File: config.mk
export PLATFORM = sky130hd
export DESIGN_NAME = specAdder
export DESIGN_NICKNAME = d
export VERILOG_FILES = /design/src/rtl/spec_adder_pkg.sv /design/src/rtl/specCarryGen.sv /design/src/rtl/specCarryNet.sv /design/src/rtl/specSumGen.sv /design/src/rtl/specAdder.sv
export SDC_FILE = /design/constraint.sdc
export NUM_CORES = 1
export LEC_CHECK = 0
export ABC_AREA = 1
export CORE_MARGIN = 2
export CORE_UTILIZATION = 35
export DETAILED_ROUTE_END_ITERATION = 10
export GPL_TIMING_DRIVEN = 0
export MAX_ROUTING_LAYER = met4
export PLACE_DENSITY = 0.91
export SLEW_MARGIN = 0
export SYNTH_ARGS = -nofsm -noshare
export SYNTH_HDL_FRONTEND = slang
export SYNTH_SLANG_ARGS = --single-unit
export TNS_END_PERCENT = 100
File: constraint.sdc
create_clock -name vclk -period 4.1
set_clock_uncertainty 0.2 [all_clocks]
set_input_delay 0.615 -clock vclk [all_inputs]
set_output_delay 0.615 -clock vclk [all_outputs]
set_load 0.05 [all_outputs]
File: src/rtl/spec_adder_pkg.sv
package spec_adder_pkg;

  typedef enum logic {
    MODE_BASIC   = 1'b0,
    MODE_CASCADE = 1'b1
  } spec_mode_e;

  // Number of lower segments whose group carries feed segment seg.
  function automatic int windowSegs(input spec_mode_e mode, input int seg,
                                    input int segCount);
    int w;
    if (mode == MODE_BASIC)       w = 1;
    else if (seg == segCount - 1) w = 3;
    else                          w = 2;
    if (w > seg) w = seg;
    return w;
  endfunction

endpackage

File: src/rtl/specCarryGen.sv
module specCarryGen #(
  parameter int SEG_W = 4
) (
  input  logic [SEG_W-1:0] segA,
  input  logic [SEG_W-1:0] segB,
  output logic             grpGen,
  output logic             grpProp
);

  always_comb begin
    logic g;
    logic p;
    g = 1'b0;
    p = 1'b1;
    for (int i = 0; i < SEG_W; i++) begin
      g = (segA[i] & segB[i]) | ((segA[i] ^ segB[i]) & g);
      p = p & (segA[i] ^ segB[i]);
    end
    grpGen  = g;
    grpProp = p;
  end

  // Group generate and group propagate cannot both be set.
  always_comb begin
    assert_gen_prop_excl_R1: assert (!(grpGen && grpProp));
  end

endmodule

File: src/rtl/specCarryNet.sv
module specCarryNet
  import spec_adder_pkg::*;
#(
  parameter int         SEGS = 4,
  parameter spec_mode_e MODE = MODE_BASIC
) (
  input  logic [SEGS-2:0] lowGen,
  input  logic [SEGS-2:0] lowProp,
  output logic [SEGS-1:0] carryIn
);

  assign carryIn[0] = 1'b0;

  for (genvar k = 1; k < SEGS; k++) begin : gSeg
    localparam int W = windowSegs(MODE, k, SEGS);
    logic segC;

    always_comb begin
      logic c;
      c = 1'b0;
      for (int j = k - W; j < k; j++) c = lowGen[j] | (lowProp[j] & c);
      segC = c;
    end

    assign carryIn[k] = segC;

    // A speculated carry needs a generating segment inside its window.
    always_comb begin
      if (segC) assert_carry_has_source_R4: assert (|lowGen[k-1 -: W]);
    end

    // The segment right below always decides the carry when it does not propagate.
    always_comb begin
      if (!lowProp[k-1])
        assert_near_segment_decides_R3: assert (segC == lowGen[k-1]);
    end
  end

endmodule

File: src/rtl/specSumGen.sv
module specSumGen #(
  parameter int SEG_W = 4
) (
  input  logic [SEG_W-1:0] segA,
  input  logic [SEG_W-1:0] segB,
  input  logic             carryIn,
  output logic [SEG_W-1:0] segSum
);

  assign segSum = segA + segB + {{(SEG_W-1){1'b0}}, carryIn};

endmodule

File: src/rtl/specAdder.sv
module specAdder
  import spec_adder_pkg::*;
#(
  parameter int         WIDTH = 16,
  parameter int         SEGS  = 4,
  parameter spec_mode_e MODE  = MODE_BASIC
) (
  input  logic [WIDTH-1:0] opA,
  input  logic [WIDTH-1:0] opB,
  output logic [WIDTH-1:0] sum,
  output logic             carryOut
);

  localparam int SEG_W = WIDTH / SEGS;
  localparam int TOP   = SEGS - 1;

  logic [SEGS-1:0] segGen;
  logic [SEGS-1:0] segProp;
  logic [SEGS-1:0] carryIn;

  for (genvar k = 0; k < SEGS; k++) begin : gSeg
    specCarryGen #(.SEG_W(SEG_W)) carryGen_i (
      .segA   (opA[k*SEG_W +: SEG_W]),
      .segB   (opB[k*SEG_W +: SEG_W]),
      .grpGen (segGen[k]),
      .grpProp(segProp[k])
    );

    specSumGen #(.SEG_W(SEG_W)) sumGen_i (
      .segA   (opA[k*SEG_W +: SEG_W]),
      .segB   (opB[k*SEG_W +: SEG_W]),
      .carryIn(carryIn[k]),
      .segSum (sum[k*SEG_W +: SEG_W])
    );
  end

  specCarryNet #(.SEGS(SEGS), .MODE(MODE)) carryNet_i (
    .lowGen (segGen[SEGS-2:0]),
    .lowProp(segProp[SEGS-2:0]),
    .carryIn(carryIn)
  );

  assign carryOut = segGen[TOP] | (segProp[TOP] & carryIn[TOP]);

  // Port-level checks
  always_comb begin
    logic [SEG_W-1:0] lowRef;
    logic [WIDTH:0]   fullRef;
    lowRef  = opA[SEG_W-1:0] + opB[SEG_W-1:0];
    fullRef = {1'b0, opA} + {1'b0, opB};

    assert_low_seg_exact_R2: assert (sum[SEG_W-1:0] == lowRef);

    if ((opA & opB) == '0)
      assert_no_gen_plain_xor_R7: assert (sum == (opA ^ opB) && !carryOut);

    if (carryOut)
      assert_carry_needs_top_bit_R5: assert (opA[WIDTH-1] | opB[WIDTH-1]);

    if (MODE == MODE_CASCADE && SEGS <= 4)
      assert_cascade_exact_R8: assert ({carryOut, sum} == fullRef);
  end

endmodule

# == After elaboration in Yosys (flattened, before gate mapping) ==
# Index checks and enable logic that the tools add are counted.
# op_classes
addsub,7
bitwise_logic,58
# op_table
op,count
$and A1 B1 Y1,32
$add A4 B4 Y4,4
$or A1 B1 Y1,13
$xor A1 B1 Y1,13
$add A4 B1 Y4,3
# word_totals
reg_bits,0
in_bits,32
output_inout_bits,17
word_cells,65

# == Logic depth before layout (Yosys ltp) ==
# Gate-level depths: netlist of run 1.
# depth
word_depth,9
ltp_mapped,9
ltp_nobuf,9

# == Modules after synthesis ==
# A second synthesis of run 1 with hierarchy kept.
# unflattened
hier_cells,174
hier_area_um2,1043.5
# modules_own_cells
mod,instances,cells_each,area_each_um2
specSumGen at gSeg[1].sumGen_i ...,3,25,152.6
specCarryGen,4,16,95.1
specSumGen at gSeg[0].sumGen_i,1,27,160.2
specCarryNet,1,5,33.8
specAdder,1,3,11.3

# == Worst setup path before layout of run 1 ==
# Ideal clock, no wire load.
# synth_timing
path_kind,input-to-output
from,input opA[0]
to,output sum[7]
arrival_ns,3.008
required_ns,3.285
slack_ns,0.277
path_stages,8
n_path_buf,0
cell_sequence,ha_1 fa_1 fa_1 a21o_1 fa_1 nand3_1 nand2_1 xor2_1
# synth_between
elab_chain_len,8
# synth_lines
item,line,text
start: declaration,specAdder.sv:8,"input logic [WIDTH-1:0] opA,"
$and A1 B1 Y1 (2 in series),specCarryGen.sv:16,g = (segA[i] & segB[i]) | ((segA[i] ^ segB[i]) & g);
$or A1 B1 Y1,specCarryGen.sv:16,
$and A1 B1 Y1,specCarryGen.sv:16,
$or A1 B1 Y1,specCarryGen.sv:16,
$and A1 B1 Y1,specCarryGen.sv:16,
$or A1 B1 Y1,specCarryGen.sv:16,
$add A4 B1 Y4,specSumGen.sv:10,"assign segSum = segA + segB + {{(SEG_W-1){1'b0}}, carryIn};"
end: declaration,specAdder.sv:10,"output logic [WIDTH-1:0] sum,"
# Every way passes these cells.

# == Final worst setup path of run 1 ==
# layout_timing
from,input opA[0]
to,output sum[5]
# Same word-level chain as after synthesis.

==> results of run 1 <==
==> power breakdown <==
part,switching [mW],internal (mW)
Clock,0,0
Combinational,0.178,0.100
Sequential,0,0
==> layout by cell type (no fill, tap or decap) <==
master            n
buf_2             2
dlymetal6s2s_1    2
nand3_1           8
xor2_1            5
fa_1              5
clkbuf_2          2
a21o_1            2
buf_6             1
ha_2              1
nor2_2            1
a21oi_1           3
ha_1             15
clkdlybuf4s50_1  38
nand2_2           2
xnor2_1           2
inv_1             9
nand3_2           1
inv_2             1
a21oi_2           1
nand2_1          10
fa_2              3
dlygate4sd2_1     4
buf_4             1
==> worst paths after layout <==
kind,endpoint,from,cells after the start
setup / recovery,sum[5],opA[0],10
hold / removal,sum[5],opB[5],5
==> through the flow <==
step	cell area, um^2	hold WS [ps]	TNS [ps]	utilization, %
floorplan	604	1400	0	-
global placement	1120	2400	-2240	66.8
detailed placement	1120	2400	-2610	66.8
CTS	1100	1910	0	66.1
global route	1110	1950	0	66.7
finish	1110	1890	0	66.7
==> synthesized netlist by cell type <==
master and number:
ha_1 16, inv_1 10, nand2_1 10, fa_1 8, nand3_1 8, xor2_1 5, a21oi_1 3, a21o_1 2
nand2_2 2, xnor2_1 2, a21oi_2 1, nand3_2 1, nor2_2 1
==> repair_timing <==
item,4_1_cts,5_1_grt
setup endpoints to repair,9,6
buffers inserted,0,1
pin swaps,0,5
gates resized for setup,25,9
==> cell families (layout without fill, tap and decap cells) <==
group	after synthesis	count (layout)
XOR/XNOR	7	7
buffers and inverters	10	60
AO/OA/AOI/OAI	6	6
adder cells (fa/ha/maj)	24	24
AND/OR/NAND/NOR	22	22
==> per-layer routing <==
metal,up-vias,share of wire (%),GRT usage [%]
met2,29,54,29.6
met3,0,9.0,1.19
met1,267,37,19.5
li1,328,-,-
met5,-,0,-
met4,0,0,0
==> final cells by class <==
cell class / count / area (um^2)
Multi-Input combinational cell: 59 / 577
Fill cell: 146 / 556
Inverter: 10 / 37.5
Tap cell: 17 / 21.3
Timing Repair Buffer: 50 / 479
==> metrics, run 1 <==
number of global-route vias before repair=595; initial drt markers=2; final hold vios=0; via count=624; Area Growth Syn to Fin=84.5%; unrepaired setup endpoints after global routing=no; post-synth top area share=33.1%; CP most frequent cell=fa_2; Max stage delay on crit path=410 ps; largest net degree at the start of global routing=6; Worst IR Drop VDD=122 uV; critical-path maximum fanout=2; CLK BUF=0; fin cells=136; Avg Inst Size Synth=8.76 um^2; post-route setup slack=110 ps; Slew headroom=65.8%; Min-Delay Path Class=input pin to primary output; Synth area leader=ha_1; number of I/O port buffers=49; worst-path cell with the longest stage delay=fa_1; Worst Tran Pin Value=512 ps; wire per inst=11.1 um; Area contributors post-synth=ha_1, fa_1, xor2_1, nand3_1, inv_1; leak pwr=0.559 nW; nets=177; GRT Util Overall=15.8%; post-synthesis mux area share=0%; Compound-Gate Fraction of Synth Area=6.42%; Period minus WS final=3990 ps; Placer Congestion=0.623; max-slew violations=0; Ys Warns=0; max-cap viol count=0; power per cell area=249 mW/mm^2; Register Area=0 um^2; # rows=15; vias per cell=4.59; hpwl dp=1.46 mm; Die H=45.6 um; die area=0.00208 mm^2; fin crit share=97.3%; Mapped Cells=69; Buf+Inv Stages, Crit Path=4; layout cell share with drive strength beyond 1=13.4%; worst slack, placed=-684 ps; iteration count of the initial detailed-routing pass=4; crit path DAT=3180 ps; register area share after synthesis=0%; Core Area=0.00167 mm^2; syn nets=125; distinct cell type count of the synthesized netlist=13; CP endpoint kind=primary output; antenna violations before repair=0; combinational family with the most area after synthesis=adder cells; Crit path required time=3280 ps; detailed-route wire length=1.50 mm; adder-cell share of the synthesized area=59.6%; DRT antenna net count=0; first-pass GRT wire length=2.43 mm; IO Pins=49; Crit path max-delay family=adder cells; Ant. Diodes=0; endpoints failing setup=0; cts hold-fix bufs=0; crit path launch type=input pin; outcome=completed; Placed Cells=135; Initial Utilization=36.2%; grt total ovfl=0; Simple-Gate Fraction of Synth Area=17.6%; flip-flop and latch count=0; crit path cell chain=clkdlybuf4s50_1 -> ha_2 -> fa_2 -> fa_2 -> a21o_1 -> fa_2 -> inv_2 -> fa_1 -> inv_1 -> buf_6; Post-Syn Area=604 um^2; CP Class=input pin to primary output; Synth Area in XOR/XNOR=10.1%; Final Power=278 uW; DRC errors left=0; width of the die=45.6 um; Max Fclk=0.251 GHz
No activity file was read; power rests on OpenSTA's default activity.
==> inputs of run 2 (changes only) <==
--- a/config.mk
+++ b/config.mk
@@ -7,5 +7,4 @@
 export LEC_CHECK = 0
 export ABC_AREA = 1
-export CORE_MARGIN = 2
 export CORE_UTILIZATION = 35
 export DETAILED_ROUTE_END_ITERATION = 10
==> constraint.sdc (replaced) <==
create_clock -name vclk -period 4.1
set_clock_uncertainty 0.2 [all_clocks]
set_input_delay 1.025 -clock vclk [all_inputs]
set_output_delay 1.025 -clock vclk [all_outputs]
set_load 0.05 [all_outputs]
==> run 2 against run 1 <==
- core utilization rose by 17 points
- setup slack lost 470 ps
- routed wire length grew 19%
- worst hold slack gained 460 ps
- design area grew 17%
- largest power group unchanged
- non-clock buffer count increased by 4
- critical path type unchanged
- first-iteration DRC count rose to 6.5 times the previous value
- die area decreased by 8.6%
- final cell count increased by 2.2%
- the flow now finishes with violations (DRC, setup timing)
- power is 21% higher
==> metrics, run 2 (synthesis gave the netlist of run 1 again) <==
outcome=finished, violations left; failing checks=DRC, setup timing; antenna violations before repair=0; final instance area=0.00131 mm^2; Register Area=0 um^2; Area Growth Syn to Fin=117%; wire per inst=12.9 um; fin util=83.9%; width of the die=43.6 um; critical-path maximum fanout=2; # rows=14; nets=181; CP endpoint kind=primary output; die area=0.00190 mm^2; leak pwr=0.613 nW; Placer Congestion=0.705; number of I/O port buffers=49; final hold vios=0; Slew headroom=65.9%; placed inst area=0.00120 mm^2; Placed Cells=134; grt total ovfl=0; fin cells=139; Ant. Diodes=0; Period minus WS final=4460 ps; Initial Utilization=38.8%; Worst Tran Pin Value=510 ps; iteration count of the initial detailed-routing pass=7; DRT antenna net count=0; detailed-route wire length=1.79 mm; DRC errors left=8; first-pass GRT wire length=2.99 mm; flip-flop and latch count=0; via count=679; post-route setup slack=-358 ps; cts hold-fix bufs=0; max-slew violations=0; power per cell area=256 mW/mm^2; crit path DAT=3230 ps; Worst IR Drop VDD=193 uV; Die H=43.6 um; layout cell share with drive strength beyond 1=48.8%; Post-Route M1 WL=630 um; vias per cell=4.88; top sig layer=met3; max-cap viol count=0; initial drt markers=13; crit path launch type=input pin; fin crit share=109%; Crit path required time=2870 ps; worst slack, placed=-1470 ps; largest net degree at the start of global routing=6; CP Class=input pin to primary output; metal2 WL=1.05 mm; Final Power=335 uW; Max Fclk=0.224 GHz; IO Pins=49; most common cell after layout, fill and taps aside=clkdlybuf4s50_1; CLK BUF=0; Min-Delay Path Class=input pin to primary output; GRT Util Overall=21.1%; met3 WL=103 um; number of global-route vias before repair=753; unrepaired setup endpoints after global routing=yes; hpwl dp=1.48 mm; most frequent cells in the layout=clkdlybuf4s50_1, ha_1, nand2_1; endpoints failing setup=6; Core Area=0.00156 mm^2
run 2: cell types whose count changed in the layout (fill, tap and decap cells not counted), sizes merged:
cell and delta:
buf +19, clkdlybuf4s50 -19, clkinvlp +2, dlymetal6s2s -1
dlygate4sd2 +4, clkdlybuf4s15 +2, clkbuf -1, inv -2
run 2: final timing paths:
path              cells past startpoint     end   start  slack, ps
setup / recovery                     10  sum[5]  opB[0]       -360
hold / removal                        3  sum[8]  opA[8]       2350
run 2: routing by layer:
metal	GRT usage (%)	vias up
met4	1.25	0
met3	1.67	0
met1	21.9	324
li1	-	332
met5	-	-
met2	43.6	23
run 2: per-stage QoR:
stage	hold WS, ps	setup TNS (ps)
2_1_floorplan	2040	-502
3_3_place_gp	3190	-12500
3_5_place_dp	3200	-13010
4_1_cts	2420	-1370
5_1_grt	2370	-1930
6_report	2350	-1370
run 2: worst max-delay path: stages:
cell and delay [ps]:
buf_6 100, ha_4 150, fa_2 330, fa_2 340, a21o_1 200, fa_2 350, inv_2 60, fa_2 440
clkinvlp_4 90, buf_8 130
run 2: where the power goes:
group	total [mW]	internal (mW)	switching, mW
logic	0.335	0.136	0.199
registers	0	0	0
clock network	0	0	0
run 2: cell type report:
class,count,area [um^2]
Multi-Input combinational cell,59,734
Timing Repair Buffer,54,509
Fill cell,96,250
Inverter,10,45.0
Tap cell,16,20.0
run 2: timing repair:
action                                  4_1_cts  5_1_grt
setup buffers                                 3        2
resized for setup                           133        9
endpoints found under the setup margin       16       11
pin swaps                                    17        6
==> inputs of run 3 (changes only) <==
- ABC_AREA: 1 -> default
- CORE_UTILIZATION: 35 -> 34
- PLACE_DENSITY: 0.91 -> 0.9
==> run 3 against run 2 <==
- the flow still finishes with violations (DRC, setup timing)
- design area unchanged
- critical path depth unchanged
- setup slack improved by 21 ps
- worst hold slack improved by 57 ps
- combinational power increased by 2%
- sequential share of layout area unchanged
- largest power group unchanged
==> metrics, run 3 <==
outcome=finished, violations left; failing checks=DRC, setup timing; number of global-route vias before repair=728; sequential share of power=0%; via count=670; die area=0.00190 mm^2; Post-Syn Area=588 um^2; Area Growth Syn to Fin=123%; hold slack=2400 ps; placed inst area=0.00118 mm^2; Worst Tran Pin Value=516 ps; hold depth=3; Initial Utilization=37.7%; hold path endpoint=sum[8]; Area contributors post-synth=ha_1, fa_1, a21o_1, xnor2_1, a21oi_1; DRT antenna net count=0; leak pwr=0.601 nW; max-slew violations=0; final hold vios=0; sw frac=58.7%; Worst IR Drop VDD=187 uV; crit path launch type=input pin; initial drt markers=8; distinct cell type count of the synthesized netlist=13; flip-flop and latch count=0; Placer Congestion=0.672; Period minus WS final=4440 ps; most frequent cell after synthesis=ha_1; # rows=14; clock power share=0%; grt total ovfl=0; cts hold-fix bufs=0; wire per inst=15.0 um; GRT Util Overall=21.2%; hpwl dp=1.39 mm; CP endpoint kind=primary output; Max Fclk=0.225 GHz; logic gate share of total power=100.0%; Switching Power=200 uW; crit path DAT=3210 ps; CLK BUF=0; Int Pwr=141 uW; nets=171; most common cell after layout, fill and taps aside=clkdlybuf4s50_1; power per cell area=260 mW/mm^2; worst slack, placed=-1460 ps; max-cap viol count=0; vias per cell=5.19; CP Class=input pin to primary output; Min-Delay Path Class=input pin to primary output; Core Area=0.00156 mm^2; DRC errors left=5; Register Area=0 um^2; Setup TNS Final=-1120 ps; register area share after synthesis=0%; Worst Min Path Start=opB[8]; Die H=43.6 um; Crit path required time=2870 ps; Ant. Diodes=0; fin crit share=108%; layout cell share with drive strength beyond 1=53.1%; antenna violations before repair=0; post-synth top area share=34.0%; first-pass GRT wire length=2.94 mm; largest net degree at the start of global routing=6; detailed-route wire length=1.93 mm; Synth area leader=ha_1; Ys Warns=0; unrepaired setup endpoints after global routing=yes; number of I/O port buffers=49; IO Pins=49; iteration count of the initial detailed-routing pass=6; endpoints failing setup=6; top cells by count, synth=ha_1, a21o_1, fa_1, inv_1, a21oi_1; Slew headroom=65.7%; syn nets=116; critical-path maximum fanout=2; width of the die=43.6 um; Mapped Cells=60; final instance area=0.00131 mm^2; post-route setup slack=-337 ps; Avg Inst Size Synth=9.80 um^2
-- run 3: routing by layer --
layer	share of wire [%]	vias to the layer above	GRT usage, %	wire length [um]
met5	0	-	-	0
met4	0.93	0	1.88	18
met3	8.8	2	3.75	171
met2	60	38	47.5	1150
met1	31	315	17.4	590
li1	-	315	-	-
-- run 3: power by group through the flow --
stage	sequential [mW]	clock [mW]	combinational, mW
finish	0	0	0.341
global route	0	0	0.357
CTS	0	0	0.333
detailed placement	0	0	0.314
global placement	0	0	0.307
floorplan	0	0	0.216
-- run 3: through the flow --
stage | total power, mW | util, % | cells
finish | 0.341 | 83.9 | 129
global route | 0.357 | 83.9 | 129
CTS | 0.333 | 84.3 | 129
detailed placement | 0.314 | 75.5 | 125
global placement | 0.307 | 75.5 | 125
floorplan | 0.216 | - | 60
-- run 3: what timing repair did --
action,4_1_cts,5_1_grt
pin swaps,22,7
hold endpoints to repair,0,0
resized for setup,136,13
buffers inserted,4,0
setup endpoints to repair,16,12
-- run 3: how the worst max path moves through the flow --
stage,end,from,slack (ps),cells after the start
3_5_place_dp,sum[7],opA[0],-1460,10
6_report,sum[5],opB[0],-340,10
2_1_floorplan,sum[5],opA[0],-240,8
4_1_cts,sum[5],opB[0],-350,10
3_3_place_gp,sum[5],opA[0],-1410,10
5_1_grt,sum[5],opB[0],-390,10
-- run 3: cell type report --
class                           count  area [um^2]
Fill cell                          81          250
Inverter                            8         37.5
Multi-Input combinational cell     52          749
Tap cell                           16         20.0
Timing Repair Buffer               53          502
-- run 3: cell families after synthesis --
| group | count (synthesis) | share of synthesized area (%) |
|---|---|---|
| AO/OA/AOI/OAI | 18 | 19.8 |
| XOR/XNOR | 7 | 10.4 |
| AND/OR/NAND/NOR | 3 | 3.40 |
| adder cells (fa/ha/maj) | 24 | 61.3 |
| buffers and inverters | 8 | 5.11 |
-- run 3: critical path, cell delays in order --
cell        delay [ps]
buf_6              100
ha_4               160
fa_2               340
fa_2               330
a21o_1             180
fa_2               350
inv_2               60
fa_2               440
clkinvlp_4          90
buf_8              140
